## src/rtl/ovd_pkg.sv

```systemverilog
package ovd_pkg;
  parameter int SAMPLE_W_DEF = 24;
  parameter int HOLD_DEF     = 512;
  parameter int THRESH_DEF   = 7340032;  // round(0.875 * 2^23)
  parameter int NUM_CH       = 2;
endpackage

```

## src/rtl/ovd_chan_cmp.sv

```systemverilog
module ovd_chan_cmp #(
  parameter int W      = ovd_pkg::SAMPLE_W_DEF,
  parameter int THRESH = ovd_pkg::THRESH_DEF
) (
  input  logic [W-1:0] smp,
  output logic [W-2:0] mag,
  output logic         over
);
  localparam logic [W-2:0] TH_V    = THRESH[W-2:0];
  localparam logic [W-1:0] MOSTNEG = {1'b1, {(W-1){1'b0}}};

  // absolute value, most negative code saturated to the largest magnitude
  function automatic logic [W-2:0] sat_abs(input logic [W-1:0] v);
    logic [W-1:0] neg;
    neg = (~v) + 1'b1;
    if (!v[W-1])          return v[W-2:0];
    else if (v == MOSTNEG) return {(W-1){1'b1}};
    else                   return neg[W-2:0];
  endfunction

  assign mag  = sat_abs(smp);
  assign over = (mag > TH_V);
endmodule

```

## src/rtl/ovd_hold.sv

```systemverilog
module ovd_hold #(
  parameter int HOLD = ovd_pkg::HOLD_DEF
) (
  input  logic clk,
  input  logic rst_n,
  input  logic strobe,
  input  logic viol,
  output logic flag
);
  localparam int CW = $clog2(HOLD + 1);
  localparam logic [CW-1:0] HOLD_V = CW'(HOLD);
  localparam logic [CW-1:0] ONE_V  = CW'(1);

  logic [CW-1:0] cnt_q;
  logic          flag_q;
  logic          last_tick;

  assign last_tick = strobe && !viol && (cnt_q == ONE_V);

  always_ff @(posedge clk or negedge rst_n) begin
    if (!rst_n) begin
      cnt_q  <= '0;
      flag_q <= 1'b0;
    end else if (viol) begin
      cnt_q  <= HOLD_V;
      flag_q <= 1'b1;
    end else if (strobe && cnt_q != '0) begin
      cnt_q <= cnt_q - ONE_V;
      if (last_tick) flag_q <= 1'b0;
    end
  end

  assign flag = flag_q;

  // a violation raises the flag in the next cycle
  a_r2_viol_sets_flag: assert property (@(posedge clk) disable iff (!rst_n)
    viol |=> flag_q);
  // a violation reloads the full hold window
  a_r7_retrig_reload: assert property (@(posedge clk) disable iff (!rst_n)
    viol |=> (cnt_q == HOLD_V));
  // the window never exceeds HOLD
  a_r6_cnt_bounded: assert property (@(posedge clk) disable iff (!rst_n)
    cnt_q <= HOLD_V);
  // the flag only falls right after a non-violating strobe
  a_r6_fall_on_strobe: assert property (@(posedge clk) disable iff (!rst_n)
    $fell(flag_q) |-> $past(strobe && !viol));
  // no strobe, no change
  a_r8_idle_stable: assert property (@(posedge clk) disable iff (!rst_n)
    !strobe |=> ($stable(flag_q) && $stable(cnt_q)));
endmodule

```

## src/rtl/adc_overload_hold.sv

```systemverilog
module adc_overload_hold #(
  parameter int W      = ovd_pkg::SAMPLE_W_DEF,
  parameter int THRESH = ovd_pkg::THRESH_DEF,
  parameter int HOLD   = ovd_pkg::HOLD_DEF
) (
  input  logic         clk,
  input  logic         rst_n,
  input  logic         smp_vld,
  input  logic [W-1:0] smp_l,
  input  logic [W-1:0] smp_r,
  output logic         ovl_flag
);
  localparam int NCH = ovd_pkg::NUM_CH;

  logic [W-1:0]   smp_a  [NCH];
  logic [W-2:0]   mag_a  [NCH];
  logic [NCH-1:0] over_v;
  logic           viol;

  assign smp_a[0] = smp_l;
  assign smp_a[1] = smp_r;

  for (genvar ch = 0; ch < NCH; ch++) begin : g_ch
    ovd_chan_cmp #(.W(W), .THRESH(THRESH)) cmp_i (
      .smp  (smp_a[ch]),
      .mag  (mag_a[ch]),
      .over (over_v[ch])
    );
  end

  assign viol = smp_vld && (|over_v);

  ovd_hold #(.HOLD(HOLD)) hold_i (
    .clk    (clk),
    .rst_n  (rst_n),
    .strobe (smp_vld),
    .viol   (viol),
    .flag   (ovl_flag)
  );

  // flag is low in the first cycle after reset
  a_r1_reset_low: assert property (@(posedge clk) disable iff (!rst_n)
    $rose(rst_n) |-> !ovl_flag);
  // flag cannot rise without a strobe
  a_r8_no_rise_idle: assert property (@(posedge clk) disable iff (!rst_n)
    $rose(ovl_flag) |-> $past(smp_vld));
endmodule

```

## config.mk

```make
export PLATFORM = sky130hd
export DESIGN_NAME = adc_overload_hold
export DESIGN_NICKNAME = d
export VERILOG_FILES = /design/src/rtl/ovd_pkg.sv /design/src/rtl/ovd_chan_cmp.sv /design/src/rtl/ovd_hold.sv /design/src/rtl/adc_overload_hold.sv
export SDC_FILE = /design/constraint.sdc
export NUM_CORES = 1
export LEC_CHECK = 0
export BUFFER_PORTS_ARGS = -buffer_cell sky130_fd_sc_hd__buf_2
export CAP_MARGIN = 5
export CORE_MARGIN = 1
export CORE_UTILIZATION = 45
export CTS_CLUSTER_DIAMETER = 120
export CTS_CLUSTER_SIZE = 10
export DETAILED_ROUTE_END_ITERATION = 6
export PLACE_DENSITY_LB_ADDON = 0.1
export SLEW_MARGIN = 0
export SYNTH_ARGS = -nofsm -noshare
export SYNTH_HDL_FRONTEND = slang
export SYNTH_SLANG_ARGS = --single-unit
```

## constraint.sdc

```tcl
create_clock -name clk -period 2.4 [get_ports clk]
set_input_delay 0.24 -clock clk [delete_from_list [all_inputs] [get_ports clk]]
set_output_delay 0.24 -clock clk [all_outputs]
set_load 0.02 [all_outputs]
```

==> flow_summary.toml <==
[synth]
synth_top_area_frac = 0.137
ys_warn_count = 0
netlist_top_cells_area = "dfrtp_1 14%, nor3_2 4.5%, or4_1 4.1%"
syn_area_mm2 = 0.00201
yosys.area.top_type = "dfrtp_1"
yosys.cell_types.count = 65
syn_nets = 323
synth-seq-area-share = 0.137
async_reset_ff_frac = 1.00
syn_avg_cell_area_um2 = 7.51
syn_inst = 268
synth-edff-count = 0
synth_top_flop_cell = "dfrtp_1"
ys_seq_elements = 11

[worst_hold_path]
hp-class = "in2async"

[finish]
fillers = 335
utilization = 0.724
drive_gt1_frac = 0.463
area.growth.synth_to_final_pct = 49.0
final_nets = 438
fin_cells = 432
diodes = 0

[timing]
max-slew-margin-rel = 0.730
report.final.hold_viol_count = 0
setup_violations = 0
worst_pin_slew_ns = 0.401
final.setup.tns_ns = 0
maxSlewViolCount = 0
post-route-min-period_ns = 2.32
fin_skew_ns = 0.00248
fmax_mhz = 430
holdWs_ns = 0.386
layout_worst_path_cycle_share = 0.968

[setup_path]
critPathCaptureType = "flip-flop"
crit_path_start_kind = "primary input"
crit_top_cell = "or4_4"
cp.arrival_ns = 2.44
crit_type = "in2reg"
timing.critical_path.cells = "buf_2 > or4_4 > or4_4 > o31a_1 > o31ai_1 > nand4_1 > o211ai_1 > nand3_1"
crit_required_ns = 2.52
slowest_stage = "or4_4"
max_stage_delay_ns = 0.55
critPathMaxFanout = 3

[global_route]
use_met1 = 0.326
grt_pass1_vias = 2242
antenna_found_initial = 0
met2_usage = 0.493
track_usage = 0.264
grtUsageMet3 = 0.0313
grt_pass1_wl_mm = 9.50
grt_max_degree = 16
gr-total-overflow = 0
grt_busiest_layer = "met2"

[cts]
root_buffer = "clkbuf_8"
clockBufferDepth = 2
path_clk_slew_ns = 0.05
tritoncts = "done"
clock_sinks = 11
cts_max_level = 1
clock_latency_ns = 0.25
cts_buffers = 3

[route]
route.detailed.drc = 0
routed_via_density = 5.99
wl_mm = 6.27
detail-route-antenna-nets = 0
wire_per_inst_um = 14.5
drt-initial-drc-count = 215
via_count = 2589
drtPass1Iterations = 5

[floorplan]
dieArea_mm2 = 0.00475
dieWidth_um = 68.9
core_area_mm2 = 0.00414
start_util = 0.486
num_io_pins = 52
row_count = 23
fp.dieH_um = 68.9

[power]
power_leakage_nw = 1.23
peakVddDrop_uv = 284
power.density_mw_per_mm2 = 378

[flow_run]
drv_cap = 0

[run_status]
status = "finished clean"

[placement]
dpl.cell_count = 424
io_buffer_count = 51
hpwl_mm = 4.83
place_congestion = 0.920
## critical path, delay by kind of cell
| family | cells | cell delay [ns] |
|---|---|---|
| AO/OA/AOI/OAI | 3 | 0.76 |
| buffers and inverters | 1 | 0.10 |
| AND/OR/NAND/NOR | 4 | 1.34 |
## state kept, by name, summed over array words and instances (netlist names)
register      count
hold_i.cnt_q     10
hold_i.flag       1
## cell usage in the layout (no fill, tap or decap), types with 4 or more instances in the layout
master,n
or3_1,7
ha_1,4
buf_2,50
inv_1,15
nor2_1,19
o21ai_1,6
or4_4,7
o31ai_1,4
nand4_1,4
xor2_1,6
or2_2,5
nor4_2,4
o21ai_0,9
nor3_1,12
a21oi_1,13
or4_1,6
nor2b_1,6
dfrtp_1,11
buf_4,64
nand4b_1,4
xnor2_1,8
nand3_1,10
nor4_1,8
nand2_1,12
nor3_2,10
## final timing paths
check	from	to	slack [ns]	depth (start not counted)
setup / recovery	smp_l[14]	hold_i.cnt_q[9]	0.08	8
hold / removal	rst_n	hold_i.cnt_q[0]	0.39	2
setup reg to reg	hold_i.cnt_q[7]	hold_i.cnt_q[5]	0.17	7
hold reg to reg	hold_i.flag	hold_i.flag	0.54	2
max in group asynchronous	rst_n	hold_i.cnt_q[3]	1.81	2
min in group clk	smp_vld	hold_i.cnt_q[3]	0.48	5
## metal layers
metal / part of all wire / wire [µm] / vias up
li1: - / - / 1282
met1: 0.44 / 2740 / 1194
met2: 0.50 / 3130 / 107
met3: 0.056 / 350 / 6
met4: 0.0078 / 49 / 0
met5: 0 / 0 / -
## cell type report
cell class / instances / area [µm²] / share of cell area
Clock buffer: 3 / 41.3 / 0.0138
Multi-Input combinational cell: 234 / 1780 / 0.595
Tap cell: 50 / 62.6 / 0.0209
Sequential cell: 11 / 275 / 0.0918
Timing Repair Buffer: 118 / 774 / 0.258
Inverter: 15 / 56.3 / 0.0188
Clock inverter: 1 / 5.00 / 0.00167
## power by group
group          leakage [nW]  internal [mW]  switching [mW]  total [mW]
clock network        0.0255          0.115          0.0787       0.193
registers             0.133          0.262          0.0759       0.338
logic                  1.07          0.289           0.315       0.604
total                  1.23          0.666           0.469        1.14
## repair_timing
| action | CTS | global route |
|---|---|---|
| setup endpoints to repair | 9 | 11 |
| hold endpoints to repair | 11 | 0 |
| pin swaps | 2 | 9 |
| hold buffers | 1 | 0 |
| gates resized for setup | 8 | 29 |
| setup buffers | 0 | 1 |
| cloned | 2 | 0 |
## per-stage QoR
stage	setup slack [ns]	power [mW]	instance area, µm²
global placement	-0.367	0.892	2750
global route	-0.00764	1.23	3000
floorplan	-0.142	0.689	2020
detailed placement	-0.427	0.911	2750
finish	0.0768	1.14	3000
CTS	0.0146	1.12	2860
## synthesized netlist by cell type, drive strengths merged (2+ instances only)
| cell | count |
|---|---|
| o211ai | 3 |
| nor3 | 22 |
| nor3b | 4 |
| buf | 3 |
| nand3 | 10 |
| o31a | 3 |
| or2 | 5 |
| mux2i | 2 |
| nand4b | 5 |
| xnor2 | 8 |
| and3 | 4 |
| o31ai | 7 |
| nor2 | 20 |
| xor2 | 6 |
| nand3b | 2 |
| o22ai | 3 |
| a2111oi | 2 |
| nor4 | 14 |
| nor2b | 7 |
| clkbuf | 7 |
| nand2b | 3 |
| a211oi | 3 |
| or4 | 13 |
| nand4 | 4 |
| o21ai | 15 |
| dfrtp | 11 |
| ha | 4 |
| a21oi | 13 |
| or3b | 2 |
| a31oi | 3 |
| or3 | 9 |
| o41ai | 5 |
| a32o | 2 |
| inv | 15 |
| nand2 | 13 |
## logic make-up after synthesis
logic type	synth area share
flops	0.137
buf+inv	0.0653
xor+xnor	0.0609
fa+ha+maj	0.0249
compound gates	0.249
simple gates	0.453
mux	0.00994
(Power assumes the default switching activity.)
